<file path="config.mk">
export PLATFORM = sky130hd
export DESIGN_NAME = cbt_timing_shadow
export DESIGN_NICKNAME = d
export VERILOG_FILES = /design/src/rtl/cbt_pkg.sv /design/src/rtl/cbt_rst_sync.sv /design/src/rtl/cbt_cpu_regs.sv /design/src/rtl/cbt_init_ctrl.sv /design/src/rtl/cbt_work_regs.sv /design/src/rtl/cbt_timing_shadow.sv
export SDC_FILE = /design/constraint.sdc
export NUM_CORES = 1
export LEC_CHECK = 0
export BUFFER_PORTS_ARGS = -buffer_cell sky130_fd_sc_hd__buf_2
export CORE_MARGIN = 5
export CORE_UTILIZATION = 59
export CTS_BUF_LIST = sky130_fd_sc_hd__clkbuf_4 sky130_fd_sc_hd__clkbuf_8
export DETAILED_ROUTE_END_ITERATION = 10
export PLACE_DENSITY = 0.86
export REMOVE_ABC_BUFFERS = 1
export SLEW_MARGIN = 5
export SYNTH_ARGS = -nofsm -noshare
export SYNTH_HDL_FRONTEND = slang
export SYNTH_SLANG_ARGS = --single-unit
</file>
<file path="constraint.sdc">
create_clock -name clk -period 2.5 [get_ports clk]
set_input_delay 0.375 -clock clk [delete_from_list [all_inputs] [get_ports clk]]
set_output_delay 0.375 -clock clk [all_outputs]
set_load 0.02 [all_outputs]
</file>
<file path="src/rtl/cbt_pkg.sv">
package cbt_pkg;
  localparam int DATA_W  = 8;
  localparam int ADDR_W  = 2;
  localparam int PRESC_W = 6;
  localparam int SJW_W   = 2;
  localparam int SEG1_W  = 4;
  localparam int SEG2_W  = 3;

  localparam int PRESC_LSB  = 0;
  localparam int SJW_LSB    = PRESC_LSB + PRESC_W;
  localparam int SEG1_LSB   = 0;
  localparam int SEG2_LSB   = SEG1_LSB + SEG1_W;
  localparam int TRIPLE_BIT = SEG2_LSB + SEG2_W;

  typedef enum logic [ADDR_W-1:0] {
    A_PRESC = 2'd0,
    A_SEG   = 2'd1,
    A_CTRL  = 2'd2,
    A_RSVD  = 2'd3
  } addr_e;

  typedef struct packed {
    logic [PRESC_W-1:0] presc;
    logic [SJW_W-1:0]   sjw;
    logic [SEG1_W-1:0]  seg1;
    logic [SEG2_W-1:0]  seg2;
    logic               triple;
  } timing_t;
endpackage

</file>
<file path="src/rtl/cbt_rst_sync.sv">
module cbt_rst_sync #(
  parameter int STAGES = 2
) (
  input  logic clk,
  input  logic rst_n,
  output logic rst_sync_n
);
  logic [STAGES-1:0] sync_q;

  always_ff @(posedge clk or negedge rst_n) begin
    if (!rst_n) sync_q <= '0;
    else        sync_q <= {sync_q[STAGES-2:0], 1'b1};
  end

  assign rst_sync_n = sync_q[STAGES-1];
endmodule

</file>
<file path="src/rtl/cbt_cpu_regs.sv">
module cbt_cpu_regs
  import cbt_pkg::*;
(
  input  logic              clk,
  input  logic              rst_n,
  input  logic              wr_en,
  input  logic [ADDR_W-1:0] wr_addr,
  input  logic [DATA_W-1:0] wr_data,
  input  logic              init_active,
  input  logic              bus_off,
  output timing_t           cpu_q,
  output logic              reject_evt
);
  timing_t cpu_d;
  logic    window_open;
  logic    hit_presc;
  logic    hit_seg;

  always_comb begin
    window_open = init_active && !bus_off;
    hit_presc   = wr_en && (addr_e'(wr_addr) == A_PRESC);
    hit_seg     = wr_en && (addr_e'(wr_addr) == A_SEG);
    reject_evt  = (hit_presc || hit_seg) && !window_open;
    cpu_d       = cpu_q;
    if (hit_presc && window_open) begin
      cpu_d.presc = wr_data[PRESC_LSB +: PRESC_W];
      cpu_d.sjw   = wr_data[SJW_LSB +: SJW_W];
    end
    if (hit_seg && window_open) begin
      cpu_d.seg1   = wr_data[SEG1_LSB +: SEG1_W];
      cpu_d.seg2   = wr_data[SEG2_LSB +: SEG2_W];
      cpu_d.triple = wr_data[TRIPLE_BIT];
    end
  end

  always_ff @(posedge clk or negedge rst_n) begin
    if (!rst_n) cpu_q <= '0;
    else        cpu_q <= cpu_d;
  end
endmodule

</file>
<file path="src/rtl/cbt_init_ctrl.sv">
module cbt_init_ctrl
  import cbt_pkg::*;
(
  input  logic              clk,
  input  logic              rst_n,
  input  logic              wr_en,
  input  logic [ADDR_W-1:0] wr_addr,
  input  logic              ctrl_bit,
  input  logic              seg_nonzero,
  input  logic              reject_evt,
  output logic              init_q,
  output logic              load_stb,
  output logic              flag_q
);
  logic init_d;
  logic flag_d;
  logic ctrl_hit;
  logic enter_init;

  always_comb begin
    ctrl_hit   = wr_en && (addr_e'(wr_addr) == A_CTRL);
    load_stb   = ctrl_hit && init_q && !ctrl_bit && seg_nonzero;
    enter_init = ctrl_hit && !init_q && ctrl_bit;
    init_d     = init_q;
    if (load_stb)   init_d = 1'b0;
    if (enter_init) init_d = 1'b1;
    flag_d = flag_q;
    if (reject_evt) flag_d = 1'b1;
    if (enter_init) flag_d = 1'b0;
  end

  always_ff @(posedge clk or negedge rst_n) begin
    if (!rst_n) begin
      init_q <= 1'b1;
      flag_q <= 1'b0;
    end else begin
      init_q <= init_d;
      flag_q <= flag_d;
    end
  end
endmodule

</file>
<file path="src/rtl/cbt_work_regs.sv">
module cbt_work_regs
  import cbt_pkg::*;
(
  input  logic    clk,
  input  logic    rst_n,
  input  logic    load_stb,
  input  timing_t cpu_q,
  output timing_t work_q
);
  timing_t work_d;

  always_comb begin
    work_d = work_q;
    if (load_stb) work_d = cpu_q;
  end

  always_ff @(posedge clk or negedge rst_n) begin
    if (!rst_n)        work_q <= '0;
    else if (load_stb) work_q <= work_d;
  end
endmodule

</file>
<file path="src/rtl/cbt_timing_shadow.sv">
module cbt_timing_shadow
  import cbt_pkg::*;
(
  input  logic               clk,
  input  logic               rst_n,
  input  logic               wr_en,
  input  logic [ADDR_W-1:0]  wr_addr,
  input  logic [DATA_W-1:0]  wr_data,
  input  logic               bus_off,
  output logic               init_active,
  output logic [PRESC_W-1:0] wk_prescaler,
  output logic [SJW_W-1:0]   wk_sjw,
  output logic [SEG1_W-1:0]  wk_seg1,
  output logic [SEG2_W-1:0]  wk_seg2,
  output logic               wk_triple,
  output logic               wr_rejected
);
  logic    rst_sync_n;
  timing_t cpu_q;
  timing_t work_q;
  logic    reject_evt;
  logic    load_stb;
  logic    seg_nonzero;

  cbt_rst_sync #(.STAGES(2)) u_rst (
    .clk        (clk),
    .rst_n      (rst_n),
    .rst_sync_n (rst_sync_n)
  );

  cbt_cpu_regs u_cpu (
    .clk         (clk),
    .rst_n       (rst_sync_n),
    .wr_en       (wr_en),
    .wr_addr     (wr_addr),
    .wr_data     (wr_data),
    .init_active (init_active),
    .bus_off     (bus_off),
    .cpu_q       (cpu_q),
    .reject_evt  (reject_evt)
  );

  assign seg_nonzero = (cpu_q.seg1 != '0) || (cpu_q.seg2 != '0);

  cbt_init_ctrl u_ctl (
    .clk         (clk),
    .rst_n       (rst_sync_n),
    .wr_en       (wr_en),
    .wr_addr     (wr_addr),
    .ctrl_bit    (wr_data[0]),
    .seg_nonzero (seg_nonzero),
    .reject_evt  (reject_evt),
    .init_q      (init_active),
    .load_stb    (load_stb),
    .flag_q      (wr_rejected)
  );

  cbt_work_regs u_work (
    .clk      (clk),
    .rst_n    (rst_sync_n),
    .load_stb (load_stb),
    .cpu_q    (cpu_q),
    .work_q   (work_q)
  );

  assign wk_prescaler = work_q.presc;
  assign wk_sjw       = work_q.sjw;
  assign wk_seg1      = work_q.seg1;
  assign wk_seg2      = work_q.seg2;
  assign wk_triple    = work_q.triple;
endmodule

</file>
---- Yosys cells after proc, flatten, opt, wreduce, memory -nomap -nowiden ----
Cells that the tools add are included.
operators by class
  eq/ne operators ......................... 2
  muxes and demuxes ....................... 4
  reductions and logical operators ........ 23
operators with widths
  cell                                                 number
  logical AND 1 bit                                    12
  zero test 1 bit                                      4
  two-way mux 1 bit                                    4
  nonzero test 2 bit                                   2
  nonzero test 4 bit                                   1
  nonzero test 3 bit                                   1
  equality test 2 x 1 -> 1 bit, second input constant  1
  equality test 2 bit, second input constant           1
  zero test 2 bit                                      1
  logical OR 1 bit                                     2
storage, ports and cells
  register bits ........................... 36
  input port bits ......................... 14
  output and inout bits ................... 18
  logic and storage cells ................. 42

---- Depth between registers and ports, before layout ----
Gate-level depths: netlist of the first run.
  depth in word-level cells ............... 7
  gate-level depth with buffers ........... 4
  mapped depth without buffers ............ 3

---- Cells and area by module ----
A second synthesis of the first run with hierarchy kept.
unflattened totals
  cell total of the unflattened synthesis .. 85
  area, all modules ....................... 1503.9 um^2
modules (own cells, without submodules)
  module             times used  cells an instance  area each (um^2)  sequential area each (um^2)
  cbt_cpu_regs       1           38                 670.6             400.4
  cbt_work_regs      1           34                 649.4             400.4
  cbt_init_ctrl      1           7                  115.1             51.3
  cbt_rst_sync       1           3                  53.8              50.0
  cbt_timing_shadow  1           3                  15.0              0.0

---- Worst setup path before layout of the first run ----
OpenSTA, ideal clock, no wires.
  path type ............................... flip-flop to flip-flop
  start point ............................. register u_ctl.init_q
  end point ............................... register u_work.work_q[0] (netlist name)
  setup time .............................. 0.125 ns
  data arrival time ....................... 1.587 ns
  required time ........................... 2.375 ns
  setup slack ............................. 0.788 ns
  stages on the path, launching flop included .. 5
  buffers on the path ..................... 1
  period minus slack after synthesis ...... 1.712 ns
  path through ............................ dfstp_2 -> nand2b_1 -> a211oi_4 -> buf_6 -> mux2_4
between the ends
  longest elaborated chain between the ends .. 3
RTL lines
  element                          RTL line             source
  from (decl)                      cbt_init_ctrl.sv:11  output logic init_q,
  from (signal assigned)           cbt_init_ctrl.sv:37  init_q <= init_d;
  logical AND 1 bit (3 in series)  cbt_init_ctrl.sv:22  load_stb = ctrl_hit && init_q && !ctrl_bit && seg_nonzero;
No other way between the ends.
A chain may end at the register's enable or synchronous reset.

---- Worst setup path after layout of the first run ----
  start point ............................. register u_ctl.init_q
  end point ............................... register u_work.work_q[14] (netlist name)
between the ends
  longest elaborated chain between the ends .. 3
RTL lines
  element                          RTL line
  logical AND 1 bit (3 in series)  cbt_init_ctrl.sv:22
No other way between the ends.

==> results.cfg, run 1 <==
[clock_network]
cts_tree = built
post_cts_resized = 0
post_cts_buffers = 0
clockRootBuffer = clkbuf_4
clock_latency_ns = 0.34
h-tree-depth = 2
clock_path_buffers = 2
clk_pin_slew_ns = 0.10
cts_buffers = 5
clock-sinks = 36

[worst_hold_path]
hp-class = flop to async pin

[place]
place.gp.congestion = 0.6777
place_area_um2 = 1628
place_hpwl_um = 1861
io_buffers = 31

[power]
powerDensity_nw_per_um2 = 1167
power_mw = 1.988
ir_drop_uv = 737.1
power.leakage_nw = 0.8285

[cells_and_area]
multiInputGateArea_um2 = 513.0
final.fill_count = 153
final_common_cell = dfrtp_1
design_area_um2 = 1704
drive_above_1_share_pct = 59.84
n_antenna_cell = 0
fin_util_pct = 74.88
final_cell_mix = 35 x dfrtp_1, 31 x buf_2, 22 x mux2_2, 9 x mux2_4, 7 x clkbuf_4
area_growth_pct = 18.43
seq_area_um2 = 902.1
nets = 140

[routing]
drt_first_pass_iters = 4
drtAntennaViolNets = 0
via_per_inst = 5.342
wl_per_cell_um = 16.76
drcViolationCount = 0
drtIter0Drc = 33
wl_um = 2598
vias = 828

[die]
coreArea_um2 = 2276
die_area_um2 = 3527
start_util_pct = 63.22
rows = 17
ioPinCount = 32
die-width_um = 59.39
dieHeight_um = 59.39

[yosys]
synth-seq-cells = 36
synth_warnings = 0
syn_inst = 87
avgSynthCellArea_um2 = 16.54
seq_area_frac_synth_pct = 62.70
synth.distinct_cells = 22
netlist_area_um2 = 1439

[setup_path]
required_ns = 2.73
crit_path_cell_trace = nand2b_1 > a211oi_4 > buf_4 > mux2_2
cpPeakStageDelay_ns = 0.59
cp_max_fo = 10
critical_path_class = flop to flop
critPathBufInv = 1
cp_slowest_cell = dfstp_2
cp-end-kind = flop
startpoint_type = flop
crit_arrival_ns = 2.16
cp_top_family = flip-flops

[grt]
grt_use_met3_pct = 5.229
grt.total_usage_pct = 17.49
grt.overflow.total = 0
antenna_found_initial = 0
grt_pass1_wl_um = 4402
met2_usage_pct = 27.46
grt_use_met1_pct = 21.87
busiest_layer = met2
grt_start_max_net_pins = 21
grt_pass1_vias = 908

[sta]
fin_tns_setup_ns = 0
fin_skew_ns = 0.008658
slew_headroom_pct = 61.14
fmax_ghz = 0.5167
tightest_slew_ns = 0.5829
report.final.slew_viol_count = 0
finalHoldViolCount = 0
rsz0062_at_grt = no
setup_viol = 0
period_share_pct = 77.41
finalCriticalPeriod_ns = 1.935

[status]
outcome = completed

[run]
drv_cap = 0
cell type report:
cell class | instances | share of cell area [%]
Timing Repair Buffer | 34 | 10.57
Sequential cell | 36 | 52.94
Clock buffer | 8 | 3.891
Inverter | 2 | 0.4405
Tap cell | 28 | 2.056
Multi-Input combinational cell | 47 | 30.10
worst register-to-register path: cells and delay by family, from the launching register on:
family / cells / cell delay (ns)
buffers and inverters: 1 / 0.30
multiplexers: 1 / 0.35
AND/OR/NAND/NOR: 1 / 0.12
AO/OA/AOI/OAI: 1 / 0.46
flip-flops: 1 / 0.59
cells in the mapped netlist:
master      n  area [um^2]
dfrtp_1    35        875.8
mux2_2     22        247.7
mux2_4      9        135.1
inv_1       2        7.510
nand4b_1    2        17.52
a211oi_4    1        20.02
a21oi_1     1        5.000
and4bb_2    1        12.51
buf_2       1        5.000
buf_6       1        11.26
conb_1      1        3.750
dfstp_2     1        26.28
nand2b_1    1        6.260
nand3b_1    1        7.510
nor2_1      1        3.750
nor2b_1     1        6.260
nor3_1      1        5.000
nor3b_1     1        7.510
nor4_2      1        12.51
o21ai_0     1        5.000
o22a_1      1        8.760
o2bb2ai_1   1        8.760
routing by layer:
layer	part of all wire, %	up-vias
met1	46	412
li1	-	389
met3	5.6	6
met2	46	21
met4	2.0	0
met5	0	-
path summary, 6_finish.rpt:
path | from | endpoint | slack [ns] | cells after the start
min in group clk | wr_data[2] | u_cpu.cpu_q[6] | 0.28 | 2
setup reg to reg | u_ctl.init_q | u_work.work_q[14] | 0.56 | 4
setup / recovery | u_ctl.init_q | u_work.work_q[14] | 0.56 | 4
hold / removal | u_rst.sync_q[1] | u_work.work_q[7] | 0.23 | 0
max in group asynchronous | u_rst.sync_q[1] | u_work.work_q[14] | 1.58 | 1
hold reg to reg | u_rst.sync_q[1] | u_work.work_q[7] | 0.23 | 0
kinds of logic (layout without fill, tap and decap cells):
family / after synthesis / in the layout / share of synthesized area [%]
simple gates: 10 / 10 / 5.479
buf+inv: 4 / 44 / 1.652
compound gates: 5 / 5 / 3.304
mux: 31 / 31 / 26.61
flops: 36 / 36 / 62.70
other cells: 1 / 1 / 0.2606
power by group:
group          switching, mW  total, mW  internal (mW)
combinational          0.334      0.666          0.331
sequential             0.151      0.979          0.828
clock                  0.183      0.344          0.160
through the flow:
step	std cells	setup WS, ns	hold slack [ns]
6_report	155	0.5647	0.2324
5_1_grt	155	0.4838	0.2663
4_1_cts	155	0.5518	0.2523
3_5_place_dp	146	0.5484	0.1637
3_3_place_gp	146	0.6072	0.1592
2_1_floorplan	85	0.5791	0.07941
repair_timing:
item | 4_1_cts | 5_1_grt
hold buffers | 1 | 0
setup endpoints to repair | 0 | 0
hold endpoints to repair | 2 | 0
registers in the layout (all words and copies together), names as in the netlist:
register,flops
u_ctl.flag_q,1
u_work.work_q,16
u_cpu.cpu_q,16
u_rst.sync_q,2
u_ctl.init_q,1
Power figures use the tool's default switching activity.
==> inputs of run 2 (changes only) <==
ABC_AREA = 1   (was not set)
CORE_UTILIZATION = 56   (was 59)
PLACE_DENSITY = 0.81   (was 0.86)
clock period = 1.9 ns   (was 2.5 ns; I/O delays follow)
==> run 2 against run 1 <==
Register-to-register slack got worse by 0.13 ns. Critical path depth increased by 1. Global-route usage decreased by 0.11 points. Synthesized cell count increased by 94%. Die area increased by 12%. First-iteration DRC count increased by 30%. Maximum frequency increased by 32%. Final cell count increased by 52%. Sequential cell count unchanged. Final area increased by 4.9%. Largest cell class unchanged.
==> results.cfg, run 2 <==
[routing]
wl_um = 2957
drtIter0Drc = 43
vias = 1186
wl_per_cell_um = 12.53
drcViolationCount = 0
via_per_inst = 5.025
drtAntennaViolNets = 0
drt_first_pass_iters = 4

[place]
place_hpwl_um = 2106
io_buffers = 31
place.gp.congestion = 0.8329
place_ws_ns = 0.4696
place_area_um2 = 1712

[clock_network]
clock-sinks = 36
cts_buffers = 5
clk_pin_slew_ns = 0.10
clock_latency_ns = 0.33
h-tree-depth = 2
cts_tree = built
post_cts_resized = 0
clock_path_buffers = 2
clockRootBuffer = clkbuf_4

[cells_and_area]
nets = 218
n_antenna_cell = 0
final_cell_mix = 62 x nand2_1, 35 x dfrtp_1, 31 x buf_2, 15 x nand3_1, 14 x inv_1
final_common_cell = nand2_1
design_area_um2 = 1788
area_growth_pct = 14.87
drive_above_1_share_pct = 29.27
reg.largest.list = u_cpu.cpu_q: 16 flops, u_work.work_q: 16 flops, u_rst.sync_q: 2 flops

[yosys]
synth_edf_count = 0
synth.distinct_cells = 21
async_reset_ff_share_pct = 100.0
synthTopCellsByArea = dfrtp_1 56%, nand2_1 15%, nand3_1 4.8%
synth-seq-cells = 36
synth.most_common_cell = nand2_1
syn_inst = 169
avgSynthCellArea_um2 = 9.210
netlist_area_um2 = 1556
ys_top_cells_by_count = 62 x nand2_1, 35 x dfrtp_1, 15 x nand3_1
synth-main-ff-cell = dfrtp_1
yosysTopAreaCellShare_pct = 56.27
synth_top_area_cell = dfrtp_1
synth_warnings = 0
seq_area_frac_synth_pct = 57.96

[sta]
rsz0062_at_grt = no
finalHoldViolCount = 0
report.final.slew_viol_count = 0
fin_skew_ns = 0.003989
fmax_ghz = 0.6839
layout_setup_ws_ns = 0.4378
fin_hold_ws_ns = 0.1726
finalCriticalPeriod_ns = 1.462
setup_viol = 0
period_share_pct = 76.96
fin_tns_setup_ns = 0

[worst_hold_path]
whs_endpoint = u_cpu.cpu_q[2]
hold_path_depth = 3
holdCritStartpoint = wr_data[5]
hp-class = input pin to flop

[status]
outcome = completed

[setup_path]
startpoint_type = flop
reg2reg_to = u_cpu.cpu_q[9]
reg2reg_from = u_ctl.init_q
cp-end-kind = flop
ff2ff_setup_slack_ns = 0.44
cp_max_fo = 16
required_ns = 2.12
crit_arrival_ns = 1.68
worst-r2r-cell-count = 5
critical_path_class = flop to flop

[die]
coreArea_um2 = 2710
die_area_um2 = 3934
ioPinCount = 32
die-width_um = 62.72
dieHeight_um = 62.72
rows = 19
start_util_pct = 57.43

[grt]
grt_pass1_vias = 1202
grt_pass1_wl_um = 5471
antenna_found_initial = 0
grt.overflow.total = 0
grt_start_max_net_pins = 35
grt.total_usage_pct = 17.38

[power]
ir_drop_uv = 958.4
powerDensity_nw_per_um2 = 1331
power_mw = 2.379
power.leakage_nw = 1.005

[run]
drv_cap = 0
## run 2: changes by cell type after synthesis, moves of 2 or more
cell	change
inv_2	+4
o21ai_2	+8
nand2_1	+62
mux2_2	-22
o21ai_0	+7
nand4b_1	-2
nor2_1	+6
nand3_2	+2
nand3_1	+15
inv_1	+12
mux2_4	-9
buf_6	+2
## run 2: repair_timing
action | in CTS | in global routing
hold buffers | 1 | 0
buffers inserted | 0 | 0
hold endpoints to repair | 2 | 0
## run 2: worst max-delay path by stage
stage               slack (ns)          from         endpoint
floorplan                 0.52  u_ctl.init_q  u_cpu.cpu_q[10]
global placement          0.53  u_ctl.init_q   u_cpu.cpu_q[8]
detailed placement        0.47  u_ctl.init_q  u_cpu.cpu_q[13]
CTS                       0.44  u_ctl.init_q   u_cpu.cpu_q[9]
global route              0.29  u_ctl.init_q   u_cpu.cpu_q[9]
finish                    0.44  u_ctl.init_q   u_cpu.cpu_q[9]
## run 2: kinds of logic after synthesis
logic type      after synthesis  synth area share [%]
compound gates               18                 8.602
simple gates                 91                 25.88
other cells                   1                0.2409
buf+inv                      23                 7.315
flops                        36                 57.96
## run 2: metrics by stage
stage / utilization, % / instances
after floorplan: - / 164
after global placement: 63.16 / 227
after detailed placement: 63.16 / 227
after CTS: 65.97 / 236
after global routing: 65.97 / 236
final: 65.97 / 236
## run 2: metal layers
metal | part of all wire (%) | vias up | track usage (%)
met5 | 0 | - | 0
met3 | 4.7 | 10 | 4.317
met2 | 51 | 28 | 27.85
met1 | 42 | 553 | 21.48
met4 | 2.7 | 0 | 9.284
li1 | - | 595 | -
## run 2: report_power, final
group | internal (mW) | leakage, nW | total, mW | switching, mW
Sequential | 1.03 | 0.451 | 1.19 | 0.160
Clock | 0.211 | 0.0394 | 0.441 | 0.230
Combinational | 0.258 | 0.514 | 0.744 | 0.487
## run 2: cell type report
| type | count | area [um^2] |
|---|---|---|
| Timing Repair Buffer | 33 | 172.7 |
| Sequential cell | 36 | 902.1 |
| Clock buffer | 8 | 66.31 |
| Fill cell | 238 | 922.1 |
| Tap cell | 31 | 38.79 |
| Multi-Input combinational cell | 110 | 540.5 |
| Inverter | 18 | 67.56 |
## run 2: worst max-delay path, cell delays in order (launching register included)
cell,delay [ns]
dfstp_2,0.57
inv_2,0.04
nor2_2,0.12
nand3_2,0.34
nand2_1,0.20
o21ai_2,0.07
==> inputs of run 3 (changes only) <==
ABC_AREA = 0   (was 1)
CORE_UTILIZATION = 50   (was 56)
PLACE_DENSITY = 0.77   (was 0.81)
clock period = 1.3 ns   (was 1.9 ns; I/O delays follow)
==> run 3 against run 2 <==
The flow now finishes with violations (setup timing). Worst setup slack got worse by 0.71 ns. Maximum frequency shrank 6.8%. Routed wire length is 0.85% higher. First-iteration DRC count is 53% lower. Sequential cell count did not move. Utilization grew 5.8 points. Largest power group unchanged.
==> results.cfg, run 3 (same netlist as run 1, synthesis figures left out) <==
[clock_network]
clock_latency_ns = 0.34
clock-sinks = 36
clockRootBuffer = clkbuf_4
cts_buffers = 5
h-tree-depth = 2
clock_path_buffers = 2
cts_tree = built
clk_pin_slew_ns = 0.10

[cells_and_area]
final_common_cell = dfrtp_1
drive_above_1_share_pct = 67.57
n_antenna_cell = 0
reg.largest.list = u_cpu.cpu_q: 16 flops, u_work.work_q: 16 flops, u_rst.sync_q: 2 flops
design_area_um2 = 1978
final_cell_mix = 35 x dfrtp_1, 30 x buf_2, 23 x mux2_4, 19 x buf_4, 8 x mux2_2
final.fill_count = 185
area_growth_pct = 37.48
nets = 161
fin_cells = 179

[sta]
period_share_pct = 120.7
layout_setup_ws_ns = -0.2690
setup_viol = 33
fin_tns_setup_ns = -7.698
fin_skew_ns = 0.006460
fmax_ghz = 0.6373
finalHoldViolCount = 0
report.final.slew_viol_count = 0
rsz0062_at_grt = yes
finalCriticalPeriod_ns = 1.569

[grt]
grt_pass1_wl_um = 4781
grt.overflow.total = 0
grt_start_max_net_pins = 22
grt_pass1_vias = 1034
grt.total_usage_pct = 15.58
antenna_found_initial = 0

[setup_path]
cp_max_fo = 8
reg2reg_to = u_cpu.cpu_q[15]
cp_top_family = flip-flops
worst-r2r-cell-count = 3
cp_slowest_cell = dfstp_2
critical_path_class = flop to flop
reg2reg_from = u_ctl.init_q
critPathBufInv = 0
crit_path_cell_trace = nor2b_4 > and4bb_4 > mux2_4
required_ns = 1.53
cp-end-kind = flop
startpoint_type = flop
crit_arrival_ns = 1.80
cpPeakStageDelay_ns = 0.60
ff2ff_setup_slack_ns = -0.27

[place]
io_buffers = 31
place_hpwl_um = 2045
place.gp.congestion = 0.7602
place_inst = 166
place_area_um2 = 1759

[status]
outcome = finished, violations left
violations = setup timing

[power]
ir_drop_uv = 2058
power_mw = 4.336
powerDensity_nw_per_um2 = 2192
power.leakage_nw = 0.9913

[routing]
wl_um = 2982
drt_first_pass_iters = 3
via_per_inst = 5.201
drtIter0Drc = 20
vias = 931
drcViolationCount = 0
wl_per_cell_um = 16.66
drtAntennaViolNets = 0

[worst_hold_path]
whs_endpoint = u_cpu.cpu_q[9]
hp-class = input pin to flop
holdCritStartpoint = wr_data[7]
hold_path_depth = 2

[die]
die_area_um2 = 4051
die-width_um = 63.65
rows = 19
dieHeight_um = 63.65
ioPinCount = 32
start_util_pct = 52.18
coreArea_um2 = 2758

[run]
drv_cap = 0
==> run 3: cell types whose count changed in the layout (fill, tap and decap cells not counted), sizes merged, moves of 2 or more <==
cell / delta
nor2: -9
nand3: -17
o21ai: -16
nand4b: +2
inv: -16
buf: +22
mux2: +31
clkbuf: -2
nand2: -63
==> run 3: what timing repair did <==
action	4_1_cts	5_1_grt
buffers inserted	3	1
endpoints found under the setup margin	33	33
resized for setup	14	11
hold endpoints to repair	2	0
hold buffers	1	0
pin swaps	3	2
==> run 3: through the flow <==
step	utilization, %	setup slack [ns]	hold slack [ns]
4_1_cts	69.74	-0.2490	0.08289
3_5_place_dp	63.79	-0.3702	-0.01593
5_1_grt	71.73	-0.2989	0.08795
2_1_floorplan	-	-0.6209	-0.1006
3_3_place_gp	63.79	-0.2880	-0.01903
6_report	71.73	-0.2690	0.09908
==> run 3: layer usage <==
metal | track usage (%) | routed length (um) | vias up
met4 | 8.571 | 60 | 0
met2 | 25.25 | 1503 | 26
met1 | 17.72 | 1250 | 472
li1 | - | - | 428
met3 | 5.506 | 168 | 5
met5 | 0 | 0 | -
==> run 3: cell type report <==
type                       instances  area, um^2  share of cell area, %
clock buffer                       6       45.04                  2.277
multi-input combinational         47       590.6                  29.85
inverter                           2       7.507                 0.3795
sequential                        36       902.1                  45.60
timing repair buffer              55       359.1                  18.15
tap                               31       38.79                  1.961
clock inverter                     2       35.03                  1.771
==> run 3: how the worst max path moves through the flow <==
stage,from,to,slack (ns),depth (start not counted)
2_1_floorplan,u_ctl.init_q,u_work.work_q[10],-0.62,3
3_3_place_gp,u_ctl.init_q,u_cpu.cpu_q[8],-0.29,3
3_5_place_dp,u_ctl.init_q,u_cpu.cpu_q[15],-0.37,3
4_1_cts,u_ctl.init_q,u_work.work_q[14],-0.25,4
5_1_grt,u_ctl.init_q,u_cpu.cpu_q[10],-0.30,3
6_report,u_ctl.init_q,u_cpu.cpu_q[15],-0.27,3
==> run 3: where the power goes <==
| group | switching (mW) | leakage, nW | internal [mW] |
|---|---|---|---|
| Sequential | 0.272 | 0.446 | 1.59 |
| Combinational | 0.733 | 0.500 | 0.953 |
| Clock | 0.361 | 0.0456 | 0.424 |
| Total | 1.37 | 0.991 | 2.97 |
